## src/rtl/qpp_pkg.sv

```systemverilog
package qpp_pkg;
   // header field positions (neighbours decode these)
   localparam int FMT_LSB  = 0;
   localparam int FMT_W    = 8;
   localparam int BAR_BIT  = 8;
   localparam int ACQ_LSB  = 9;
   localparam int REL_LSB  = 11;
   localparam int SCOPE_W  = 2;
   localparam int CREF_LSB = 16;
   localparam int PAY_LSB  = 32;

   localparam logic [FMT_W-1:0] FMT_KERNEL = 8'd2;
   localparam logic [FMT_W-1:0] FMT_AND    = 8'd3;
   localparam logic [FMT_W-1:0] FMT_AGENT  = 8'd4;
   localparam logic [FMT_W-1:0] FMT_OR     = 8'd5;

   typedef enum logic [2:0] {
      LS_IDLE, LS_ACQ, LS_ACT, LS_HOLD, LS_ERR
   } launch_st_t;

   typedef enum logic [1:0] {
      CS_IDLE, CS_REL, CS_DEC
   } cmpl_st_t;
endpackage

```

## src/rtl/qpp_ring.sv

```systemverilog
module qpp_ring #(
   parameter int DEPTH = 4,
   parameter int PKT_W = 64,
   parameter int PTR_W = 3
) (
   input  logic             clk,
   input  logic             rst_n,
   input  logic             host_we,
   input  logic [PKT_W-1:0] host_pkt,
   input  logic [PTR_W-1:0] lp,
   input  logic [PTR_W-1:0] rp,
   output logic [PTR_W-1:0] wp,
   output logic [PKT_W-1:0] lpkt,
   output logic [PKT_W-1:0] cpkt
);
   localparam int AW = PTR_W - 1;
   localparam logic [PTR_W-1:0] DEPTH_P = PTR_W'(DEPTH);

   logic [PKT_W-1:0] mem [DEPTH];
   logic             full;
   logic             do_wr;

   assign full  = (wp - rp) == DEPTH_P;
   assign do_wr = host_we && !full;

   always_ff @(posedge clk) begin
      if (!rst_n) begin
         wp <= '0;
      end else if (do_wr) begin
         wp <= wp + 1'b1;
      end
   end

   always_ff @(posedge clk) begin
      if (do_wr) begin
         mem[wp[AW-1:0]] <= host_pkt;
      end
   end

   assign lpkt = mem[lp[AW-1:0]];
   assign cpkt = mem[rp[AW-1:0]];
endmodule

```

## src/rtl/qpp_sigfile.sv

```systemverilog
module qpp_sigfile #(
   parameter int SIG_AW = 3,
   parameter int SIG_W  = 16,
   parameter int SIG_N  = 8
) (
   input  logic                         clk,
   input  logic                         rst_n,
   input  logic                         wr_en,
   input  logic [SIG_AW-1:0]            wr_idx,
   input  logic [SIG_W-1:0]             wr_val,
   input  logic                         dec_en,
   input  logic [SIG_AW-1:0]            dec_idx,
   input  logic [SIG_AW-1:0]            rsel,
   output logic [SIG_W-1:0]             rval,
   output logic [SIG_N-1:0][SIG_W-1:0]  sig_all
);
   for (genvar i = 0; i < SIG_N; i++) begin : g_sig
      always_ff @(posedge clk) begin
         if (!rst_n) begin
            sig_all[i] <= '0;
         end else if (wr_en && (wr_idx == SIG_AW'(i))) begin
            sig_all[i] <= wr_val;          // host write wins a collision
         end else if (dec_en && (dec_idx == SIG_AW'(i))) begin
            sig_all[i] <= sig_all[i] - 1'b1;
         end
      end
   end

   assign rval = sig_all[rsel];
endmodule

```

## src/rtl/qpp_launch.sv

```systemverilog
module qpp_launch
   import qpp_pkg::*;
#(
   parameter int PKT_W = 64,
   parameter int PTR_W = 3,
   parameter int ARG_W = 32
) (
   input  logic               clk,
   input  logic               rst_n,
   input  logic [PTR_W-1:0]   wp,
   input  logic [PTR_W-1:0]   rp,
   input  logic [PKT_W-1:0]   lpkt,
   output logic [PTR_W-1:0]   lp,
   output logic               acq_pulse,
   output logic [SCOPE_W-1:0] acq_scope,
   output logic               exec_start,
   output logic               exec_kind,
   output logic [ARG_W-1:0]   exec_arg,
   output logic               fault
);
   launch_st_t       st, st_n;
   logic [PTR_W-1:0] lp_n;
   logic [FMT_W-1:0] fmt;
   logic [ARG_W-1:0] pay;
   logic             is_disp, is_bar, bad;
   logic             unused_l;

   assign fmt     = lpkt[FMT_LSB +: FMT_W];
   assign pay     = lpkt[PAY_LSB +: ARG_W];
   assign is_disp = (fmt == FMT_KERNEL) || (fmt == FMT_AGENT);
   assign is_bar  = (fmt == FMT_AND) || (fmt == FMT_OR);
   assign bad     = !(is_disp || is_bar) || ((fmt == FMT_AGENT) && !pay[15]);
   assign unused_l = ^lpkt;

   always_comb begin
      st_n = st;
      lp_n = lp;
      unique case (st)
         LS_IDLE: begin
            if (lp != wp) begin
               if (bad) begin
                  st_n = LS_ERR;
               end else if (!lpkt[BAR_BIT] || (rp == lp)) begin
                  st_n = LS_ACQ;
               end
            end
         end
         LS_ACQ:  st_n = LS_ACT;
         LS_ACT: begin
            lp_n = lp + 1'b1;
            st_n = is_bar ? LS_HOLD : LS_IDLE;
         end
         LS_HOLD: if (rp == lp) st_n = LS_IDLE;
         default: st_n = LS_ERR;
      endcase
   end

   always_ff @(posedge clk) begin
      if (!rst_n) begin
         st <= LS_IDLE;
         lp <= '0;
      end else begin
         st <= st_n;
         lp <= lp_n;
      end
   end

   assign acq_pulse  = (st == LS_ACQ);
   assign acq_scope  = lpkt[ACQ_LSB +: SCOPE_W];
   assign exec_start = (st == LS_ACT) && is_disp;
   assign exec_kind  = (fmt == FMT_AGENT);
   assign exec_arg   = pay;
   assign fault      = (st == LS_ERR);
endmodule

```

## src/rtl/qpp_complete.sv

```systemverilog
module qpp_complete
   import qpp_pkg::*;
#(
   parameter int PKT_W  = 64,
   parameter int PTR_W  = 3,
   parameter int ARG_W  = 32,
   parameter int SIG_AW = 3,
   parameter int SIG_W  = 16,
   parameter int SIG_N  = 8,
   parameter int NDEP   = 4
) (
   input  logic                        clk,
   input  logic                        rst_n,
   input  logic [PTR_W-1:0]            lp,
   input  logic [PKT_W-1:0]            cpkt,
   input  logic [SIG_N-1:0][SIG_W-1:0] sig_all,
   input  logic                        exec_done,
   output logic [PTR_W-1:0]            rp,
   output logic                        rel_pulse,
   output logic [SCOPE_W-1:0]          rel_scope,
   output logic                        dec_en,
   output logic [SIG_AW-1:0]           dec_idx
);
   localparam int SREF_W = SIG_AW + 1;
   localparam int CR_W   = PTR_W + 1;

   cmpl_st_t          st, st_n;
   logic [CR_W-1:0]   credits;
   logic [FMT_W-1:0]  fmt;
   logic [ARG_W-1:0]  pay;
   logic [SREF_W-1:0] cref;
   logic [NDEP-1:0]   dvld, dzero;
   logic              is_disp, and_ok, or_ok, ready, consume;
   logic              unused_c;

   assign fmt     = cpkt[FMT_LSB +: FMT_W];
   assign pay     = cpkt[PAY_LSB +: ARG_W];
   assign cref    = cpkt[CREF_LSB +: SREF_W];
   assign is_disp = (fmt == FMT_KERNEL) || (fmt == FMT_AGENT);
   assign unused_c = ^cpkt;

   for (genvar i = 0; i < NDEP; i++) begin : g_dep
      logic [SREF_W-1:0] dref;
      assign dref     = pay[i*SREF_W +: SREF_W];
      assign dvld[i]  = dref[SREF_W-1];
      assign dzero[i] = dref[SREF_W-1] && (sig_all[dref[SIG_AW-1:0]] == '0);
   end

   assign and_ok = &(~dvld | dzero);
   assign or_ok  = (|dzero) || !(|dvld);
   assign ready  = is_disp ? (credits != '0)
                           : ((fmt == FMT_AND) ? and_ok : or_ok);

   always_comb begin
      st_n = st;
      unique case (st)
         CS_IDLE: if ((rp != lp) && ready) st_n = CS_REL;
         CS_REL:  st_n = CS_DEC;
         default: st_n = CS_IDLE;
      endcase
   end

   assign consume = (st == CS_DEC) && is_disp;

   always_ff @(posedge clk) begin
      if (!rst_n) begin
         st      <= CS_IDLE;
         rp      <= '0;
         credits <= '0;
      end else begin
         st      <= st_n;
         credits <= credits + CR_W'(exec_done) - CR_W'(consume);
         if (st == CS_DEC) rp <= rp + 1'b1;
      end
   end

   assign rel_pulse = (st == CS_REL);
   assign rel_scope = cpkt[REL_LSB +: SCOPE_W];
   assign dec_en    = (st == CS_DEC) && cref[SREF_W-1];
   assign dec_idx   = cref[SIG_AW-1:0];
endmodule

```

## src/rtl/pktq_proc.sv

```systemverilog
module pktq_proc #(
   parameter  int DEPTH  = 4,
   parameter  int SIG_AW = 3,
   parameter  int SIG_W  = 16,
   parameter  int NDEP   = 4,
   parameter  int ARG_W  = 32,
   localparam int PTR_W  = $clog2(DEPTH) + 1,
   localparam int PKT_W  = qpp_pkg::PAY_LSB + ARG_W
) (
   input  logic              clk,
   input  logic              rst_n,
   input  logic              host_we,
   input  logic [PKT_W-1:0]  host_pkt,
   input  logic              sig_we,
   input  logic [SIG_AW-1:0] sig_wsel,
   input  logic [SIG_W-1:0]  sig_wval,
   input  logic [SIG_AW-1:0] sig_rsel,
   output logic [SIG_W-1:0]  sig_rval,
   output logic              exec_start,
   output logic              exec_kind,
   output logic [ARG_W-1:0]  exec_arg,
   input  logic              exec_done,
   output logic              acq_pulse,
   output logic [1:0]        acq_scope,
   output logic              rel_pulse,
   output logic [1:0]        rel_scope,
   output logic [PTR_W-1:0]  rd_index,
   output logic [PTR_W-1:0]  wr_index,
   output logic              fault
);
   localparam int SIG_N  = 1 << SIG_AW;
   localparam int SREF_W = SIG_AW + 1;

   if (DEPTH < 2 || (DEPTH & (DEPTH - 1)) != 0) begin : g_bad_depth
      $error("DEPTH must be a power of two of at least 2");
   end
   if (SREF_W > qpp_pkg::PAY_LSB - qpp_pkg::CREF_LSB) begin : g_bad_sref
      $error("signal reference does not fit its header field");
   end
   if (ARG_W < 16 || NDEP * SREF_W > ARG_W) begin : g_bad_arg
      $error("payload too narrow for function type or dependencies");
   end

   logic [PTR_W-1:0]            lp, rp, wp;
   logic [PKT_W-1:0]            lpkt, cpkt;
   logic [SIG_N-1:0][SIG_W-1:0] sig_all;
   logic                        dec_en;
   logic [SIG_AW-1:0]           dec_idx;

   qpp_ring #(.DEPTH(DEPTH), .PKT_W(PKT_W), .PTR_W(PTR_W)) u_ring (
      .clk(clk), .rst_n(rst_n), .host_we(host_we), .host_pkt(host_pkt),
      .lp(lp), .rp(rp), .wp(wp), .lpkt(lpkt), .cpkt(cpkt)
   );

   qpp_sigfile #(.SIG_AW(SIG_AW), .SIG_W(SIG_W), .SIG_N(SIG_N)) u_sig (
      .clk(clk), .rst_n(rst_n), .wr_en(sig_we), .wr_idx(sig_wsel),
      .wr_val(sig_wval), .dec_en(dec_en), .dec_idx(dec_idx),
      .rsel(sig_rsel), .rval(sig_rval), .sig_all(sig_all)
   );

   qpp_launch #(.PKT_W(PKT_W), .PTR_W(PTR_W), .ARG_W(ARG_W)) u_launch (
      .clk(clk), .rst_n(rst_n), .wp(wp), .rp(rp), .lpkt(lpkt), .lp(lp),
      .acq_pulse(acq_pulse), .acq_scope(acq_scope),
      .exec_start(exec_start), .exec_kind(exec_kind),
      .exec_arg(exec_arg), .fault(fault)
   );

   qpp_complete #(
      .PKT_W(PKT_W), .PTR_W(PTR_W), .ARG_W(ARG_W), .SIG_AW(SIG_AW),
      .SIG_W(SIG_W), .SIG_N(SIG_N), .NDEP(NDEP)
   ) u_cmpl (
      .clk(clk), .rst_n(rst_n), .lp(lp), .cpkt(cpkt), .sig_all(sig_all),
      .exec_done(exec_done), .rp(rp), .rel_pulse(rel_pulse),
      .rel_scope(rel_scope), .dec_en(dec_en), .dec_idx(dec_idx)
   );

   assign rd_index = rp;
   assign wr_index = wp;
endmodule

```

## config.mk

```make
export PLATFORM = sky130hd
export DESIGN_NAME = pktq_proc
export DESIGN_NICKNAME = d
export VERILOG_FILES = /design/src/rtl/qpp_pkg.sv /design/src/rtl/qpp_ring.sv /design/src/rtl/qpp_sigfile.sv /design/src/rtl/qpp_launch.sv /design/src/rtl/qpp_complete.sv /design/src/rtl/pktq_proc.sv
export SDC_FILE = /design/constraint.sdc
export NUM_CORES = 1
export LEC_CHECK = 0
export CAP_MARGIN = 25
export CORE_ASPECT_RATIO = 0.6
export CORE_MARGIN = 2
export CORE_UTILIZATION = 55
export CTS_CLUSTER_SIZE = 20
export DETAILED_ROUTE_END_ITERATION = 8
export PLACE_DENSITY = 0.73
export SLEW_MARGIN = 5
export SYNTH_ARGS = -nofsm -noshare
export SYNTH_HDL_FRONTEND = slang
export SYNTH_SLANG_ARGS = --single-unit
```

## constraint.sdc

```tcl
create_clock -name clk -period 5.25 [get_ports clk]
set_input_delay 1.05 -clock clk [delete_from_list [all_inputs] [get_ports clk]]
set_output_delay 1.05 -clock clk [all_outputs]
set_load 0.01 [all_outputs]
```

======== Word-level counts from Yosys, hierarchy flattened ========
Memory sizes are Yosys's and may differ from the RTL's. A register that Yosys moved wholly into a read port is not among the register bits.
Index checks and enable logic that the tools add are counted.
cells by class
  muxes and demuxes ....................... 42
  $lt $le $gt $ge ......................... 5
  eq/ne operators ......................... 35
  add/sub/neg operators ................... 14
  reduce and logical (&&, ||, !) cells .... 59
  bitwise logic cells ..................... 2
operator list
  operator                                                                       number
  16-bit two-way mux                                                             21
  16-bit binary-select mux with 3-bit select                                     5
  16-bit by 1-bit subtractor with 16-bit output (second input constant)          8
  16-bit zero test                                                               4
  8-bit by 2-bit == test with 1-bit output (second input constant)               4
  3-bit == test (second input constant)                                          10
  1-bit logical AND                                                              26
  8-bit by 3-bit == test with 1-bit output (second input constant)               3
  3-bit by 4-bit less-than comparator with 1-bit output (second input constant)  5
  3-bit by 2-bit == test with 1-bit output (second input constant)               6
  2-bit nonzero test                                                             8
  2-bit two-way mux                                                              6
  3-bit two-way mux                                                              4
  3-bit one-hot mux with 4 select lines                                          1
  3-bit by 1-bit adder with 3-bit output (second input constant)                 3
  3-bit by 1-bit == test with 1-bit output (second input constant)               3
  3-bit zero test                                                                3
  4-bit OR reduction                                                             2
  1-bit logical OR                                                               7
  2-bit by 1-bit != test with 1-bit output (second input constant)               3
  3-bit != test                                                                  2
  1-bit zero test                                                                5
  4-bit by 1-bit adder with 4-bit output                                         1
  1-bit two-way mux                                                              4
  13 further kinds                                                               13
storage, ports and cells
  memories kept ........................... 1
  RAM bits ................................ 256
  output and inout bits ................... 63
  register bits ........................... 146
memories
  memory      words  bits a word  rd ports  clocked after Yosys merged registers in  write ports  RTL line        text
  u_ring.mem  4      64           2         2                                        1            qpp_ring.sv:19  logic [PKT_W-1:0] mem [DEPTH];

======== Logic depth before layout (Yosys ltp) ========
  depth after elaboration ................. 11
  gate-level depth with buffers ........... 15
  mapped depth without buffers ............ 13

======== Modules after synthesis ========
A second synthesis with hierarchy kept.
second synthesis, totals
  cell total of the unflattened synthesis .. 1712
  area total of the unflattened synthesis .. 21658.3 sq um
by module, submodules not included
  module        times used  cells each  area each (sq um)
  qpp_ring      1           443         11058.1
  qpp_sigfile   1           883         7742.4
  qpp_complete  1           304         2154.6
  qpp_launch    1           82          703.2

======== Worst setup path before layout ========
OpenSTA, ideal clock, no wires.
  kind .................................... input-to-output
  start point ............................. input port sig_rsel[0]
  end point ............................... output port sig_rval[4]
  path slack .............................. 1510 ps
  arrival ................................. 2690 ps
  stages on the path ...................... 4
  path buffers ............................ 2
  data required time ...................... 4200 ps
  path through ............................ clkbuf_1 > clkbuf_1 > mux4_1 > mux2_2
between the ends
  longest elaborated chain between the ends .. 2
ends and longest elaborated chain
  item                                        RTL line           text
  start: declaration                          pktq_proc.sv:17    input logic [SIG_AW-1:0] sig_rsel,
  16-bit binary-select mux with 3-bit select  qpp_sigfile.sv:29  assign rval = sig_all[rsel];
  16-bit two-way mux (not written as such)    qpp_sigfile.sv:29
  end: declaration                            pktq_proc.sv:18    output logic [SIG_W-1:0] sig_rval,
No other way between the ends. The select of a mux whose other input is x is not followed.

======== Final worst setup path ========
  start point ............................. input port sig_rsel[1]
  end point ............................... output port sig_rval[5]
The elaborated chain is that of the path after synthesis.

==> results.txt <==
The run finished with clean final reports. The first detailed-routing pass took 5 iterations. The tree is rooted in a clkbuf_16.

The mapped netlist covers 16800 µm². Along the worst hold path, the cell count comes to 1. Grouping stages by cell kind, the critical path spends the most delay in buffers and inverters. The worst voltage drop across the vdd grid came out at 285 µV. Of all cell types, the one taking the most synthesized area is edfxtp_1. The total overflow left after global routing is 0. The detailed-route DRC error count is 0. The power per cell area is 319 nW/µm². The height of the chip is 139 µm.

The setup slack of the worst register-to-register path is 1.55 ns. The die width is 229 µm. The share of total power in combinational logic came out at 0.114. The class of the tightest hold or removal check is register to register. The total inserted antenna cells came out at 0. STA classifies the critical path startpoint as an input port.

The iteration-0 DRC count of the detailed router is 1525. The max-capacitance violation count is 0. The post-route worst setup slack came out at 0.708 ns. The post-cts sizing count came out at 0. The total track usage came out at 0.281. The slew at the pin closest to its max-slew limit is 1.12 ns.

The max-slew violation count came to 0. The total of warnings raised by yosys is 0. After routing, the total negative slack on setup checks comes to 0 ns. The fraction of the yosys area taken by sequential cells came out at 0.530. The highest net fanout along the worst path came out at 12. The multiplexer share of the synthesized area came out at 0.150. The H-tree level count is 2. The stage delay of the slowest cell on the critical path came out at 0.95 ns. The data required time at the worst endpoint is 4.20 ns.

The wire length of the first global-routing pass came out at 68400 µm. The post-detailed-route via-to-cell ratio is 6.23. The cell with the most instances after synthesis is nor2_1. The number of hold-repair buffers added at the cts stage came out at 0. The maximum clock insertion buffer count is 3. The post-synthesis share of cell area spent on and, or, nand and nor gates is 0.132. The number of register bits inferred by synthesis came out at 346. The setup clock skew after layout came out at 0.0230 ns. The net count after synthesis came out at 1487. In this run the critical register-to-register path is captured at u_sig.sig_all[110].

After synthesis, the largest family of logic cells by area is multiplexers. The source-to-sink clock delay at the later pin of the worst-skew pair is 0.54 ns. The startpoint identified for the worst hold timing path is u_cmpl.st[1]. The post-synthesis share of cell area spent on xor and xnor gates came out at 0.0642. The I/O pin total is 154. The via count of the first global-routing pass is 11300. Synthesis instantiated 56 different standard cells from the library.

The hold violation total from the final report came out at 0. Clock-pin slew was measured on the worst setup and hold paths at 0.06 ns. The worst slack at placement is 0.774 ns. The remaining max-slew budget at the tightest pin is 0.246. The die covers 32000 µm². The antenna violation net count after detailed routing is 0. The combined buffer and inverter count along the critical path is 3. The number of antenna violations at the first check in global routing is 0.

The routed length per placed instance is 23.3 µm. The switching part of the total is 0.246. The switching power total came out at 1.55 mW.

The commonest cells after synthesis are nor2_1 (197), edfxtp_1 (196), dfxtp_1 (150). By startpoint and endpoint, the worst setup path is classified as input port to output port. Averaged over all synthesized cells, the footprint is 12.2 µm². The internal cell power is 4.75 mW. The total CTS buffers is 34.

The fraction of final layout cells with drive strength greater than 1 is 0.144. Entering global routing, the biggest net connects 123 pins. Derived from the worst setup path, the maximum achievable clock frequency is 220 MHz. Of the total synthesized cell area, the portion taken by full adders, half adders and majority gates is 0.0169. The top-area cell type share of the netlist area is 0.351. The number of sinks on the clock net came out at 346. Setup violations remaining at the end of the flow were counted as 0. The final cycle utilization of the critical path is 0.865. The most used flip-flop cell after synthesis is edfxtp_1.

The number of cells on the worst reg-to-reg path is 7. The cell count after synthesis is 1374. The data arrival time of the critical path came out at 3.49 ns.

The CTS tree is done. Setup repair after global routing left no endpoint under its margin. The slowest stage of the critical path is the clkdlybuf4s50_1 cell.

The effective utilization at floorplan is 0.560. The net total in the final layout came out at 1604. The number of I/O port buffers came out at 138.

The aggregate routed wire length came out at 44900 µm. The total vias in the final route is 12000. The clock network fraction of total power is 0.398. The buffers inserted during post-CTS setup optimization came out at 0. The number of enable flip-flop cells after synthesis is 196. The part of the total power dissipated in sequential elements is 0.488. The placeable core area came out at 30000 µm². The proportion of register bits with asynchronous set or reset after synthesis came out at 0. Relative to the synthesized area, the layout overhead comes to 17.6%. The final weighted congestion in routability-driven placement is 0.940. By area the synthesized netlist is led by edfxtp_1 (35%), dfxtp_1 (18%), mux4_2 (13%). STA classifies the critical path endpoint as an output port. The worst hold path terminates at u_cmpl.st[1]. The initialized floorplan defines 49 standard-cell rows.

The shortest period the worst path allows came out at 4.54 ns. Summed over all cells, the static leakage comes to 6.64 nW. The fraction of the mapped netlist area in compound gates came out at 0.0796. The signal on the critical path passes through clkdlybuf4s50_1 > buf_4 > mux4_2 > mux2_2 > clkdlybuf4s50_1. The cell that appears most often on the critical path is clkdlybuf4s50_1. The HPWL reported at the end of detailed placement came out at 31400 µm.
how the worst max path moves through the flow:
stage	from	to	slack, ns	cells past startpoint
after floorplan	sig_rsel[0]	sig_rval[4]	1.51	4
after global placement	sig_rsel[1]	sig_rval[5]	0.77	5
after detailed placement	sig_rsel[1]	sig_rval[3]	0.77	5
after CTS	sig_rsel[1]	sig_rval[2]	0.76	5
after global routing	sig_rsel[1]	sig_rval[5]	0.70	5
final	sig_rsel[1]	sig_rval[5]	0.71	5
routing by layer:
| layer | global-route usage | vias to the layer above | share of wire |
|---|---|---|---|
| met1 | 0.446 | 5897 | 0.46 |
| met4 | 0.0602 | 0 | 0.018 |
| li1 | - | 5440 | - |
| met5 | 0 | - | 0 |
| met3 | 0.0883 | 72 | 0.11 |
| met2 | 0.374 | 575 | 0.41 |
power groups by stage:
stage | Combinational, mW | Clock [mW] | Sequential (mW)
after floorplan | 0.424 | 0 | 3.10
after detailed placement | 0.705 | 0 | 3.13
after global routing | 0.775 | 2.64 | 3.08
final | 0.720 | 2.50 | 3.07
after global placement | 0.694 | 0 | 3.12
after CTS | 0.710 | 2.54 | 3.07
cell usage in the layout (no fill, tap or decap), types with 20 or more instances in the layout:
master,count
a211oi_1,105
a21oi_1,26
buf_4,22
clkbuf_16,35
clkdlybuf4s50_1,137
dfxtp_1,147
edfxtp_1,196
ha_1,21
inv_1,32
mux2_2,22
mux4_2,94
nand2_1,45
nand3_1,20
nor2_1,197
nor3_1,44
nor4_1,24
o21ai_0,24
or3_1,29
or4_1,21
xnor2_1,74
xor2_1,49
final cells by class:
cell class | instances | area, µm²
well taps | 408 | 510
inverters | 33 | 126
multi-input cells | 911 | 7440
clock inverters | 16 | 180
repair buffers | 165 | 1630
fillers | 2227 | 10200
flip-flops and latches | 346 | 8890
clock buffers | 46 | 947
metrics by stage:
step / instances / instance area, µm² / hold slack [ns] / power (mW) / util
global route: 1925 / 19700 / 0.509 / 6.50 / 0.658
finish: 1925 / 19700 / 0.472 / 6.30 / 0.658
global placement: 1859 / 18500 / 0.464 / 3.81 / 0.618
CTS: 1923 / 19700 / 0.473 / 6.32 / 0.657
detailed placement: 1861 / 18600 / 0.465 / 3.83 / 0.619
floorplan: 1374 / 16800 / 0.434 / 3.53 / -
kinds of logic after synthesis:
logic type | count (synthesis)
AO/OA/AOI/OAI | 191
XOR/XNOR | 123
adder cells (fa/ha/maj) | 22
buffers and inverters | 117
flip-flops | 346
multiplexers | 130
AND/OR/NAND/NOR | 445
sequential cells by signal, indices dropped and copies added (netlist names), named ones only:
register	cells
u_cmpl.st	2
u_ring.wp	3
u_sig.sig_all	128
u_cmpl.credits	4
u_cmpl.rp	3
u_launch.lp	3
u_launch.st	3
u_ring.mem	196
No activity file was read; power rests on OpenSTA's default activity.
